File: config.mk
export PLATFORM = sky130hd
export DESIGN_NAME = scd_decode
export DESIGN_NICKNAME = d
export VERILOG_FILES = /design/src/rtl/scd_pkg.sv /design/src/rtl/scd_classify.sv /design/src/rtl/scd_class_ctl.sv /design/src/rtl/scd_irq_override.sv /design/src/rtl/scd_decode.sv
export SDC_FILE = /design/constraint.sdc
export NUM_CORES = 1
export LEC_CHECK = 0
export BUFFER_PORTS_ARGS = -buffer_cell sky130_fd_sc_hd__buf_2
export CORE_AREA = 2 2 39 41
export DETAILED_ROUTE_END_ITERATION = 10
export DIE_AREA = 0 0 41 43
export SLEW_MARGIN = 20
export SYNTH_ARGS = -nofsm -noshare
export SYNTH_HDL_FRONTEND = slang
export SYNTH_SLANG_ARGS = --single-unit
File: constraint.sdc
create_clock -name vclk -period 1.4
set_input_delay 0.14 -clock vclk [all_inputs]
set_output_delay 0.14 -clock vclk [all_outputs]
set_load 0.02 [all_outputs]
File: src/rtl/scd_pkg.sv
package scd_pkg;

    localparam int OP_W   = 6;
    localparam int FN_W   = 4;
    localparam int WD_W   = 2;
    localparam int PC_W   = 3;

    localparam logic [OP_W-1:0] OPC_LD  = 6'b011000;
    localparam logic [OP_W-1:0] OPC_ST  = 6'b011001;
    localparam logic [OP_W-1:0] OPC_JMP = 6'b011011;
    localparam logic [OP_W-1:0] OPC_BEQ = 6'b011100;
    localparam logic [OP_W-1:0] OPC_BNE = 6'b011101;
    localparam logic [OP_W-1:0] OPC_LDR = 6'b011111;

    typedef enum logic [3:0] {
        CLS_OP,
        CLS_OPC,
        CLS_LD,
        CLS_ST,
        CLS_JMP,
        CLS_BEQ,
        CLS_BNE,
        CLS_LDR,
        CLS_ILL
    } op_class_e;

    typedef enum logic [WD_W-1:0] {
        WD_PC4 = 2'd0,
        WD_ALU = 2'd1,
        WD_MEM = 2'd2
    } wd_src_e;

    typedef enum logic [PC_W-1:0] {
        PC_SEQ  = 3'd0,
        PC_BR   = 3'd1,
        PC_JMP  = 3'd2,
        PC_ILL  = 3'd3,
        PC_IRQ  = 3'd4
    } pc_src_e;

    typedef struct packed {
        logic [OP_W-1:0] alu_fn;
        logic            rf_we;
        logic            opb_lit;
        wd_src_e         wd_src;
        logic            dmem_we;
        logic            rd2_from_rc;
        pc_src_e         pc_src;
        logic            opa_pc;
        logic            wa_xp;
    } ctl_t;

    // Forced procedure call: link PC+4 into register 30 and jump to a vector.
    function automatic ctl_t forced_call(pc_src_e vec);
        ctl_t c;
        c             = '0;
        c.rf_we       = 1'b1;
        c.wa_xp       = 1'b1;
        c.wd_src      = WD_PC4;
        c.pc_src      = vec;
        return c;
    endfunction

endpackage

File: src/rtl/scd_classify.sv
module scd_classify
    import scd_pkg::*;
#(
    parameter logic [(1<<FN_W)-1:0] FUNC_MASK = 16'h7773
) (
    input  logic [OP_W-1:0] opcode,
    output op_class_e       cls
);

    always_comb begin
        cls = CLS_ILL;
        if (opcode[OP_W-1]) begin
            if (FUNC_MASK[opcode[FN_W-1:0]]) begin
                cls = opcode[OP_W-2] ? CLS_OPC : CLS_OP;
            end
        end else begin
            unique case (opcode)
                OPC_LD:  cls = CLS_LD;
                OPC_ST:  cls = CLS_ST;
                OPC_JMP: cls = CLS_JMP;
                OPC_BEQ: cls = CLS_BEQ;
                OPC_BNE: cls = CLS_BNE;
                OPC_LDR: cls = CLS_LDR;
                default: cls = CLS_ILL;
            endcase
        end
    end

endmodule

File: src/rtl/scd_class_ctl.sv
module scd_class_ctl
    import scd_pkg::*;
#(
    parameter logic [OP_W-1:0] ALUFN_ADD   = 6'h20,
    parameter logic [OP_W-1:0] ALUFN_PASSA = 6'h1A
) (
    input  op_class_e       cls,
    input  logic [OP_W-1:0] opcode,
    input  logic            zero,
    output ctl_t            ctl
);

    always_comb begin
        ctl = '0;
        unique case (cls)
            CLS_OP: begin
                ctl.alu_fn = opcode;
                ctl.rf_we  = 1'b1;
                ctl.wd_src = WD_ALU;
            end
            CLS_OPC: begin
                ctl.alu_fn  = opcode;
                ctl.rf_we   = 1'b1;
                ctl.opb_lit = 1'b1;
                ctl.wd_src  = WD_ALU;
            end
            CLS_LD: begin
                ctl.alu_fn  = ALUFN_ADD;
                ctl.rf_we   = 1'b1;
                ctl.opb_lit = 1'b1;
                ctl.wd_src  = WD_MEM;
            end
            CLS_ST: begin
                ctl.alu_fn      = ALUFN_ADD;
                ctl.opb_lit     = 1'b1;
                ctl.dmem_we     = 1'b1;
                ctl.rd2_from_rc = 1'b1;
            end
            CLS_JMP: begin
                ctl.rf_we  = 1'b1;
                ctl.wd_src = WD_PC4;
                ctl.pc_src = PC_JMP;
            end
            CLS_BEQ: begin
                ctl.rf_we  = 1'b1;
                ctl.wd_src = WD_PC4;
                ctl.pc_src = zero ? PC_BR : PC_SEQ;
            end
            CLS_BNE: begin
                ctl.rf_we  = 1'b1;
                ctl.wd_src = WD_PC4;
                ctl.pc_src = zero ? PC_SEQ : PC_BR;
            end
            CLS_LDR: begin
                ctl.alu_fn = ALUFN_PASSA;
                ctl.rf_we  = 1'b1;
                ctl.opa_pc = 1'b1;
                ctl.wd_src = WD_MEM;
            end
            CLS_ILL: ctl = forced_call(PC_ILL);
            default: ctl = forced_call(PC_ILL);
        endcase
    end

endmodule

File: src/rtl/scd_irq_override.sv
module scd_irq_override
    import scd_pkg::*;
(
    input  ctl_t base,
    input  logic irq,
    output ctl_t ctl
);

    always_comb begin
        if (irq) ctl = forced_call(PC_IRQ);
        else     ctl = base;
    end

endmodule

File: src/rtl/scd_decode.sv
module scd_decode
    import scd_pkg::*;
#(
    parameter logic [(1<<FN_W)-1:0] FUNC_MASK   = 16'h7773,
    parameter logic [OP_W-1:0]      ALUFN_ADD   = 6'h20,
    parameter logic [OP_W-1:0]      ALUFN_PASSA = 6'h1A
) (
    input  logic [OP_W-1:0] opcode,
    input  logic            zero,
    input  logic            irq,
    output logic [OP_W-1:0] alu_fn,
    output logic            rf_we,
    output logic            opb_lit,
    output logic [WD_W-1:0] wd_src,
    output logic            dmem_we,
    output logic            rd2_from_rc,
    output logic [PC_W-1:0] pc_src,
    output logic            opa_pc,
    output logic            wa_xp,
    output logic            bad_op
);

    op_class_e cls;
    ctl_t      base_ctl;
    ctl_t      fin_ctl;

    scd_classify #(
        .FUNC_MASK (FUNC_MASK)
    ) u_classify (
        .opcode (opcode),
        .cls    (cls)
    );

    scd_class_ctl #(
        .ALUFN_ADD   (ALUFN_ADD),
        .ALUFN_PASSA (ALUFN_PASSA)
    ) u_class_ctl (
        .cls    (cls),
        .opcode (opcode),
        .zero   (zero),
        .ctl    (base_ctl)
    );

    scd_irq_override u_override (
        .base (base_ctl),
        .irq  (irq),
        .ctl  (fin_ctl)
    );

    assign alu_fn      = fin_ctl.alu_fn;
    assign rf_we       = fin_ctl.rf_we;
    assign opb_lit     = fin_ctl.opb_lit;
    assign wd_src      = fin_ctl.wd_src;
    assign dmem_we     = fin_ctl.dmem_we;
    assign rd2_from_rc = fin_ctl.rd2_from_rc;
    assign pc_src      = fin_ctl.pc_src;
    assign opa_pc      = fin_ctl.opa_pc;
    assign wa_xp       = fin_ctl.wa_xp;
    assign bad_op      = (cls == CLS_ILL);

endmodule

==> results by group, run 1 <==
Status
  • Outcome: finished clean

GRT
  • Total gr overflow: 0
  • GRT Total Usage: 0.110
  • Largest net degree at the start of global routing: 14
  • Vias in the first global route: 330
  • First-pass GRT wire length: around 1500 µm
  • Initial antenna violation count: 0

Synth
  • Mapped cell area: 329 µm²
  • Synth cell count leaders: nor2_1 (6), a21oi_1 (5), nand2_1 (5)
  • Syn Inst Count: between 50 and 60
  • Yosys top cell area share: 0.0760
  • Leading area contributor after synthesis: a21oi_1
  • Ranking of synthesized cells by area: a21oi_1 (7.6%), buf_6 (6.8%), nor2_1 (6.8%), nand3_1 (6.1%), nand2_1 (5.7%)
  • Avg Cell Area, Syn: between 6 and 7 µm²
  • Sequential fraction of the synthesis area: 0
  • Netlist cell types: 29
  • Post-Syn Nets: 59
  • Most frequent cell after synthesis: nor2_1
  • Yosys warns: 0

Placement
  • DP Cell Count: 88
  • Final HPWL DP: 783 µm
  • # port buffers: 26
  • GPL Wtd Cong: 0.817
  • Area after DPL: between 400 and 500 µm²

Routing
  • Vias per std cell: between 4 and 5
  • Residual DRC count: 0
  • Via count: 416
  • Iter 0 DRT Violations: 4
  • WL/cell: 10.8 µm
  • Drt pass-1 iters: 3
  • Antenna-violating nets left: 0
  • Post-Route WL: 953 µm

STA
  • Final TNS setup: 0 ns
  • Max Fclk: 0.756 GHz
  • Slew Limit Fails: 0
  • Relative slew margins: 0.810
  • Unrepaired setup endpoints after global routing: false
  • Worst slew pin tran: 0.284 ns
  • Final Critical Period: 1.32 ns
  • Fin. Hold Viols: 0
  • Final setup viols: 0
  • Fin crit share: 0.945

Setup path
  • Setup Crit Path Kind: in -> out
  • Worst setup EP type: output port
  • Critical path peak fanout: 8
  • CP required: 1.26 ns
  • CP startpoint: opcode[2]
  • Worst Path Arrival: approximately 1.2 ns
  • Startpoint Class: input port
  • CP endpoint: pc_src[1]

Run
  • Max Cap Viol: 0

Clocking
  • Cts-stage hold buffer count: 0

Final layout
  • Layout cell share with drive strength beyond 1: 0.486
  • Area grow syn2layout: 35.0%
  • Nets: 82
  • Post-route cell area: 444 µm²
  • Num sequential: 0
  • Reg area: 0 µm²
  • Final Instance Count excl. Fillers: 88
  • Clock buffers: 0
  • Antenna diodes: 0

Floorplan
  • Starting density of the core: 0.238
  • Chip width: 41 µm
  • DIE AREA: 1760 µm²
  • FP Rows: 14
  • IO Pins: 26
  • Die Y: around 43 µm
  • Core box area: 1380 µm²

Power
  • Total power per unit cell area: 318 nW/µm²
  • Leak pwr: 0.229 nW
  • VDD IR-drop max: 103 µV

Hold path
  • Worst hold path type: in -> out
  • Hold depth: 2
  • Hold path start: irq
layer usage:
metal,vias to the layer above,routed length [µm],global-route usage
met3,0,46,0
li1,224,-,-
met4,0,0,0
met2,11,463,0.172
met1,181,443,0.174
met5,-,0,0
power by group:
group          internal, W  switching (W)  total, W  leakage (nW)
clock                    0              0         0             0
sequential               0              0         0             0
combinational    0.0000504      0.0000909  0.000141         0.229
cell type report:
class / count / area, µm²
fill: 159 / 940
inverter: 3 / 11.3
multi-input combinational: 43 / 283
tap: 16 / 20.0
timing repair buffer: 26 / 130
worst max-delay path, cell delays in order:
cell and delay [ns]:
buf_2 0.16, o21bai_4 0.18, a21o_2 0.18, o31ai_2 0.08, a311oi_2 0.23, buf_2 0.20
stage by stage:
stage | util | setup slack (ns) | hold slack (ns) | power [W]
floorplan | - | 0.0879 | 0.364 | 0.0000976
global placement | 0.316 | 0.0605 | 0.639 | 0.000137
detailed placement | 0.316 | 0.0260 | 0.642 | 0.000139
CTS | 0.316 | 0.0253 | 0.641 | 0.000139
global route | 0.321 | 0.0137 | 0.653 | 0.000154
finish | 0.321 | 0.0766 | 0.640 | 0.000141
cell usage in the layout (no fill, tap or decap), types with 2 or more instances in the layout:
| cell type | instances |
|---|---|
| a21oi_1 | 5 |
| nand2_1 | 5 |
| nor2_1 | 6 |
| nand3_1 | 4 |
| nor3_1 | 2 |
| inv_1 | 3 |
| buf_2 | 26 |
| o21ai_0 | 2 |
worst min-delay path by stage:
stage,endpoint,slack (ns)
CTS,pc_src[2],0.64
global route,pc_src[2],0.65
finish,pc_src[2],0.64
detailed placement,pc_src[2],0.64
floorplan,wd_src[0],0.36
global placement,pc_src[2],0.64
timing repair:
action | CTS | global route
setup buffers | 0 | 0
gates resized for setup | 0 | 1
hold endpoints to repair | 0 | 0
setup endpoints to repair | 0 | 3
kinds of logic after synthesis:
kind of cell,count (synthesis),share of synthesized area
AOI/OAI and AO/OA,16,0.384
buffers and inverters,8,0.163
and+or+nand+nor,27,0.453
Note: power is estimated with default switching activity, not from simulation.
==> run 2: changes to the inputs <==
--- a/config.mk
+++ b/config.mk
@@ -5,11 +5,14 @@
 export SDC_FILE = /design/constraint.sdc
 export NUM_CORES = 1
 export LEC_CHECK = 0
+export ABC_AREA = 1
 export BUFFER_PORTS_ARGS = -buffer_cell sky130_fd_sc_hd__buf_2
 export CORE_AREA = 2 2 39 41
 export DETAILED_ROUTE_END_ITERATION = 10
 export DIE_AREA = 0 0 41 43
+export PLACE_DENSITY = 0.69
 export SLEW_MARGIN = 20
 export SYNTH_ARGS = -nofsm -noshare
 export SYNTH_HDL_FRONTEND = slang
+export SYNTH_HIERARCHICAL = 1
 export SYNTH_SLANG_ARGS = --single-unit
==> results by group, run 2 <==
Status
  • Outcome: finished, violations left
  • Failing checks: setup timing

Synth
  • Yosys top cell area share: 0.239 (+0.163)
  • Sequential fraction of the synthesis area: 0 (unchanged)
  • Syn Inst Count: 109 (+110%)
  • Mapped cell area: 502 µm² (+52%)
  • Avg Cell Area, Syn: 4.60 µm² (-29%)
  • Post-Syn Nets: 117 (+98%)
  • Synth cell count leaders: inv_1 (32), nand2_1 (24), nor2_1 (24)
  • Ranking of synthesized cells by area: inv_1 (24%), nand2_1 (18%), nor2_1 (18%), nand3_1 (6.0%), nor2_4 (4.5%)
  • Most frequent cell after synthesis: inv_1
  • Netlist cell types: 19 (-34%)
  • Yosys warns: 6 (+6)
  • Leading area contributor after synthesis: inv_1

STA
  • Final setup viols: 15 (+15)
  • Setup WS post-layout: -0.143 ns (-0.219 ns)
  • Max Fclk: 0.648 GHz (-14%)
  • Fin crit share: 1.10 (+0.157)
  • Worst hold slack: 0.707 ns (+0.0667 ns)
  • Final TNS setup: -1.33 ns (-1.33 ns)
  • Fin. Hold Viols: 0 (unchanged)
  • Unrepaired setup endpoints after global routing: true
  • Final Critical Period: 1.54 ns (+0.219 ns)
  • Slew Limit Fails: 0 (unchanged)

Routing
  • Via count: 700 (+68%)
  • Metal2 WL: 910 µm (+97%)
  • Drt pass-1 iters: 4 (+1)
  • Vias per std cell: 4.29 (-9.2%)
  • DRT met1 WL: 562 µm (+27%)
  • Iter 0 DRT Violations: 5 (+1)
  • Residual DRC count: 0 (unchanged)
  • Antenna-violating nets left: 0 (unchanged)
  • Post-Route WL: 1570 µm (+64%)
  • Highest routed layer: met4
  • WL/cell: 9.61 µm (-11%)
  • Met3 WL post-DR: 62 µm (+35%)

Final layout
  • Antenna diodes: 0 (unchanged)
  • Nets: 157 (+91%)
  • Util after Layout: 0.689 (+0.368)
  • Reg area: 0 µm² (unchanged)
  • Layout cell share with drive strength beyond 1: 0.585 (+0.0989)
  • Area grow syn2layout: 90.0%
  • Num sequential: 0 (unchanged)
  • Final Instance Count excl. Fillers: 163 (+85%)
  • Clock buffers: 0 (unchanged)
  • Most frequent cells in the layout: buf_4 (28), inv_1 (23), nand2_1 (17)
  • Commonest non-fill, non-tap cell in the layout: buf_4

Setup path
  • Startpoint Class: input port
  • Crit-path max cell delay: 0.18 ns (-0.05 ns)
  • Worst path cell trace: buf_8 -> nor2_4 -> o211ai_2 -> nand3_2 -> nor2_4 -> nor2_4 -> nand2_4 -> buf_4 -> nor2_2 -> inv_1 -> nor2_1 -> buf_4
  • Most prevalent standard cell on the critical path: nor2_4
  • Worst Path Arrival: 1.40 ns (+0.22 ns)
  • Worst setup EP type: output port
  • Worst path slowest cell: nor2_4
  • Setup Crit Path Kind: in -> out
  • Critical path peak fanout: 5 (-3)
  • CP required: 1.26 ns (about the same)

Floorplan
  • DIE AREA: 1760 µm² (unchanged)
  • Starting density of the core: 0.363 (+0.125)
  • Core box area: 1380 µm² (unchanged)
  • IO Pins: 26 (unchanged)
  • Die Y: 43 µm (unchanged)
  • Chip width: 41 µm (unchanged)
  • FP Rows: 14 (unchanged)

GRT
  • Largest net degree at the start of global routing: 16 (+2)
  • Total gr overflow: 0 (unchanged)
  • Initial antenna violation count: 0 (unchanged)
  • GRT Total Usage: 0.154 (+0.0440)
  • First-pass GRT wire length: 2010 µm (+36%)
  • Vias in the first global route: 515 (+56%)

Hold path
  • Worst hold path type: in -> out

Placement
  • # port buffers: 26 (unchanged)
  • GPL Wtd Cong: 0.768 (-6.0%)
  • Final HPWL DP: 938 µm (+20%)
  • DP Cell Count: 157 (+78%)

Power
  • Leak pwr: 0.538 nW (+140%)
  • Tot Pwr: 0.000305 W (+120%)
  • Clock power share: 0 (unchanged)
  • Psw: 0.000169 W (+86%)
  • VDD IR-drop max: 162 µV (+56%)
  • Total power per unit cell area: 320 nW/µm² (+0.62%)
  • Switching Fraction: 0.554 (-0.0893)
  • Logic gate share of total power: 1.000 (about the same)
  • Internal power: 0.000136 W (+170%)
  • Sequential power share: 0 (unchanged)

Run
  • Max Cap Viol: 0 (unchanged)
==> run 2: cells by family after synthesis <==
group | count (synthesis) | synth area share
other | 1 | 0.00747
AO/OA/AOI/OAI | 2 | 0.0424
AND/OR/NAND/NOR | 66 | 0.621
buffers and inverters | 40 | 0.329
==> run 2: worst paths after layout <==
check        end  cells past startpoint  startpoint
max    alu_fn[2]                     12   opcode[5]
min      dmem_we                      3         irq
==> run 2: final cells by class <==
| type | instances | area (µm²) |
|---|---|---|
| multi-input cells | 69 | 443 |
| well taps | 16 | 20.0 |
| repair buffers | 42 | 350 |
| fillers | 119 | 430 |
| inverters | 36 | 140 |
==> run 2: stage by stage <==
stage               cell area [µm²]  setup WS (ns)
floorplan                       504         0.0277
global placement                699         -0.148
detailed placement              699         -0.186
CTS                             821        -0.0617
global route                    953         -0.248
finish                          953         -0.143
==> run 2: layer usage <==
| layer | vias up | GRT usage |
|---|---|---|
| met5 | - | 0 |
| met4 | 0 | 0 |
| met3 | 4 | 0 |
| met2 | 19 | 0.303 |
| met1 | 293 | 0.180 |
| li1 | 384 | - |
==> run 2: power groups by stage <==
stage	sequential, W	clock (W)	combinational, W
final	0	0	0.000305
after global placement	0	0	0.000205
after detailed placement	0	0	0.000208
after global routing	0	0	0.000332
after CTS	0	0	0.000250
after floorplan	0	0	0.000136
==> run 2: critical path, delay by kind of cell <==
kind	cells	cell delay, ns
and+or+nand+nor	7	0.69
buffers and inverters	4	0.42
AOI/OAI and AO/OA	1	0.15
==> run 2: repair_timing <==
item                                    CTS  global route
buffers inserted                          2             4
pin swaps                                 6            12
hold buffers                              0             0
endpoints found under the setup margin   16            16
gates resized for setup                  33            37
==> run 3: changes to the inputs <==
--- a/config.mk
+++ b/config.mk
@@ -5,12 +5,11 @@
 export SDC_FILE = /design/constraint.sdc
 export NUM_CORES = 1
 export LEC_CHECK = 0
-export ABC_AREA = 1
 export BUFFER_PORTS_ARGS = -buffer_cell sky130_fd_sc_hd__buf_2
 export CORE_AREA = 2 2 39 41
 export DETAILED_ROUTE_END_ITERATION = 10
 export DIE_AREA = 0 0 41 43
-export PLACE_DENSITY = 0.69
+export PLACE_DENSITY = 0.67
 export SLEW_MARGIN = 20
 export SYNTH_ARGS = -nofsm -noshare
 export SYNTH_HDL_FRONTEND = slang
==> results by group, run 3 <==
Status
  • Outcome: finished, violations left
  • Failing checks: setup timing

Floorplan
  • Starting density of the core: 0.346 (-0.0163)
  • FP Rows: 14 (unchanged)
  • IO Pins: 26 (unchanged)
  • DIE AREA: 1760 µm² (unchanged)
  • Chip width: 41 µm (unchanged)
  • Die Y: 43 µm (unchanged)
  • Core box area: 1380 µm² (unchanged)

Power
  • VDD IR-drop max: 179 µV (+10%)
  • Leak pwr: 0.516 nW (-4.1%)
  • Total power per unit cell area: 324 nW/µm² (+1.2%)
  • Tot Pwr: 0.000344 W (+13%)

Synth
  • Ranking of synthesized cells by area: and2b_1 (11%), nor2b_1 (9.1%), a21oi_1 (6.3%), nor2_1 (5.5%), or3b_1 (5.5%)
  • Netlist cell types: 33 (+14)
  • Leading area contributor after synthesis: and2b_1
  • Sequential fraction of the synthesis area: 0 (unchanged)
  • Yosys top cell area share: 0.110 (-0.130)
  • Post-Syn Nets: 78 (-33%)
  • Syn Inst Count: 70 (-36%)
  • Synth cell count leaders: and2b_1 (7), nor2_1 (7), nor2b_1 (7)
  • Yosys warns: 6 (unchanged)
  • Mapped cell area: 479 µm² (-4.5%)
  • Avg Cell Area, Syn: 6.85 µm² (+49%)

Routing
  • WL/cell: 13.9 µm (+45%)
  • Residual DRC count: 0 (unchanged)
  • Vias per std cell: 5.09 (+19%)
  • Via count: 647 (-7.6%)
  • Drt pass-1 iters: 4 (unchanged)
  • Iter 0 DRT Violations: 7 (+2)
  • Post-Route WL: 1770 µm (+13%)
  • Antenna-violating nets left: 0 (unchanged)

STA
  • Final Critical Period: 1.99 ns (+0.444 ns)
  • Final setup viols: 17 (+2)
  • Slew Limit Fails: 0 (unchanged)
  • Unrepaired setup endpoints after global routing: true
  • Worst hold slack: 0.801 ns (+0.0940 ns)
  • Fin. Hold Viols: 0 (unchanged)
  • Setup WS post-layout: -0.587 ns (-0.444 ns)
  • Fin crit share: 1.42 (+0.317)
  • Max Fclk: 0.503 GHz (-22%)

GRT
  • Initial antenna violation count: 0 (unchanged)
  • Vias in the first global route: 586 (+14%)
  • First-pass GRT wire length: 2410 µm (+20%)
  • GRT Total Usage: 0.183 (+0.0293)
  • Largest net degree at the start of global routing: 18 (+2)
  • Total gr overflow: 0 (unchanged)

Clocking
  • Cts-stage hold buffer count: 0 (unchanged)

Setup path
  • Worst path slowest cell: or3_1
  • Worst path cell trace: buf_6 -> and4bb_1 -> a211o_1 -> o31a_1 -> and4b_2 -> or3_1 -> and2b_2 -> buf_6
  • Critical path peak fanout: 3 (-2)
  • Worst Path Arrival: 1.85 ns (+0.45 ns)
  • Worst setup EP type: output port
  • Crit-path max cell delay: 0.30 ns (+0.12 ns)
  • Startpoint Class: input port
  • Crit path buf inv count: 2 (-2)
  • Top cell family by delay on the critical path: simple AND/OR/NAND/NOR gates
  • Setup Crit Path Kind: in -> out
  • CP required: 1.26 ns (about the same)
  • Most prevalent standard cell on the critical path: buf_6

Final layout
  • Post-route cell area: 1060 µm² (+11%)
  • Most frequent cells in the layout: buf_6 (28), buf_4 (14), nor2b_4 (6)
  • Layout cell share with drive strength beyond 1: 0.685 (+0.0997)
  • Num sequential: 0 (unchanged)
  • Commonest non-fill, non-tap cell in the layout: buf_6
  • Filler cells: 90 (-24%)
  • Clock buffers: 0 (unchanged)
  • Reg area: 0 µm² (unchanged)
  • Nets: 121 (-23%)
  • Area grow syn2layout: 122%
  • Antenna diodes: 0 (unchanged)

Run
  • Max Cap Viol: 0 (unchanged)

Placement
  • Final HPWL DP: 1030 µm (+10%)
  • Area after DPL: 768 µm² (+9.8%)
  • Pre-CTS setup slack: -0.666 ns (-0.480 ns)
  • GPL Wtd Cong: 0.755 (-1.7%)
  • # port buffers: 26 (unchanged)

Hold path
  • Worst hold path type: in -> out
run 3: worst min-delay path: stages:
cell,delay (ns)
buf_2,0.24
nor2b_4,0.16
buf_6,0.11
run 3: layout make-up:
cell class,instances,area [µm²],share of cell area
Timing Repair Buffer,49,480,0.452
Multi-Input combinational cell,60,554,0.522
Inverter,2,7.51,0.00707
Tap cell,16,20.0,0.0188
run 3: final timing paths:
check / start / to / slack, ns / cells past startpoint
worst max-delay path: opcode[3] / pc_src[0] / -0.59 / 8
worst min-delay path: irq / wd_src[1] / 0.80 / 3
run 3: per-stage QoR:
step,util,instances,setup TNS (ns)
floorplan,-,70,-2.74
global placement,0.555,120,-6.40
detailed placement,0.555,120,-7.21
CTS,0.707,124,-5.80
global route,0.768,127,-7.10
finish,0.768,127,-6.48
run 3: cells by family after synthesis:
kind of cell	count (synthesis)	synth area share
buf+inv	10	0.133
compound gates	12	0.175
other cells	1	0.00783
xor+xnor	1	0.0183
mux	1	0.0209
simple gates	45	0.645
run 3: timing repair:
item	in CTS	in global routing
resized for setup	50	14
setup endpoints to repair	17	17
pin swaps	10	4
setup buffers	4	3
run 3: power by group:
part	internal, W	switching [W]
sequential	0	0
clock	0	0
combinational	0.000188	0.000156
total	0.000188	0.000156
run 3: routing by layer:
metal / vias up / GRT usage / share of wire
met5: - / 0 / 0
met4: 0 / 0 / 0
met3: 0 / 0 / 0.025
met2: 11 / 0.338 / 0.54
met1: 312 / 0.239 / 0.43
li1: 324 / - / -
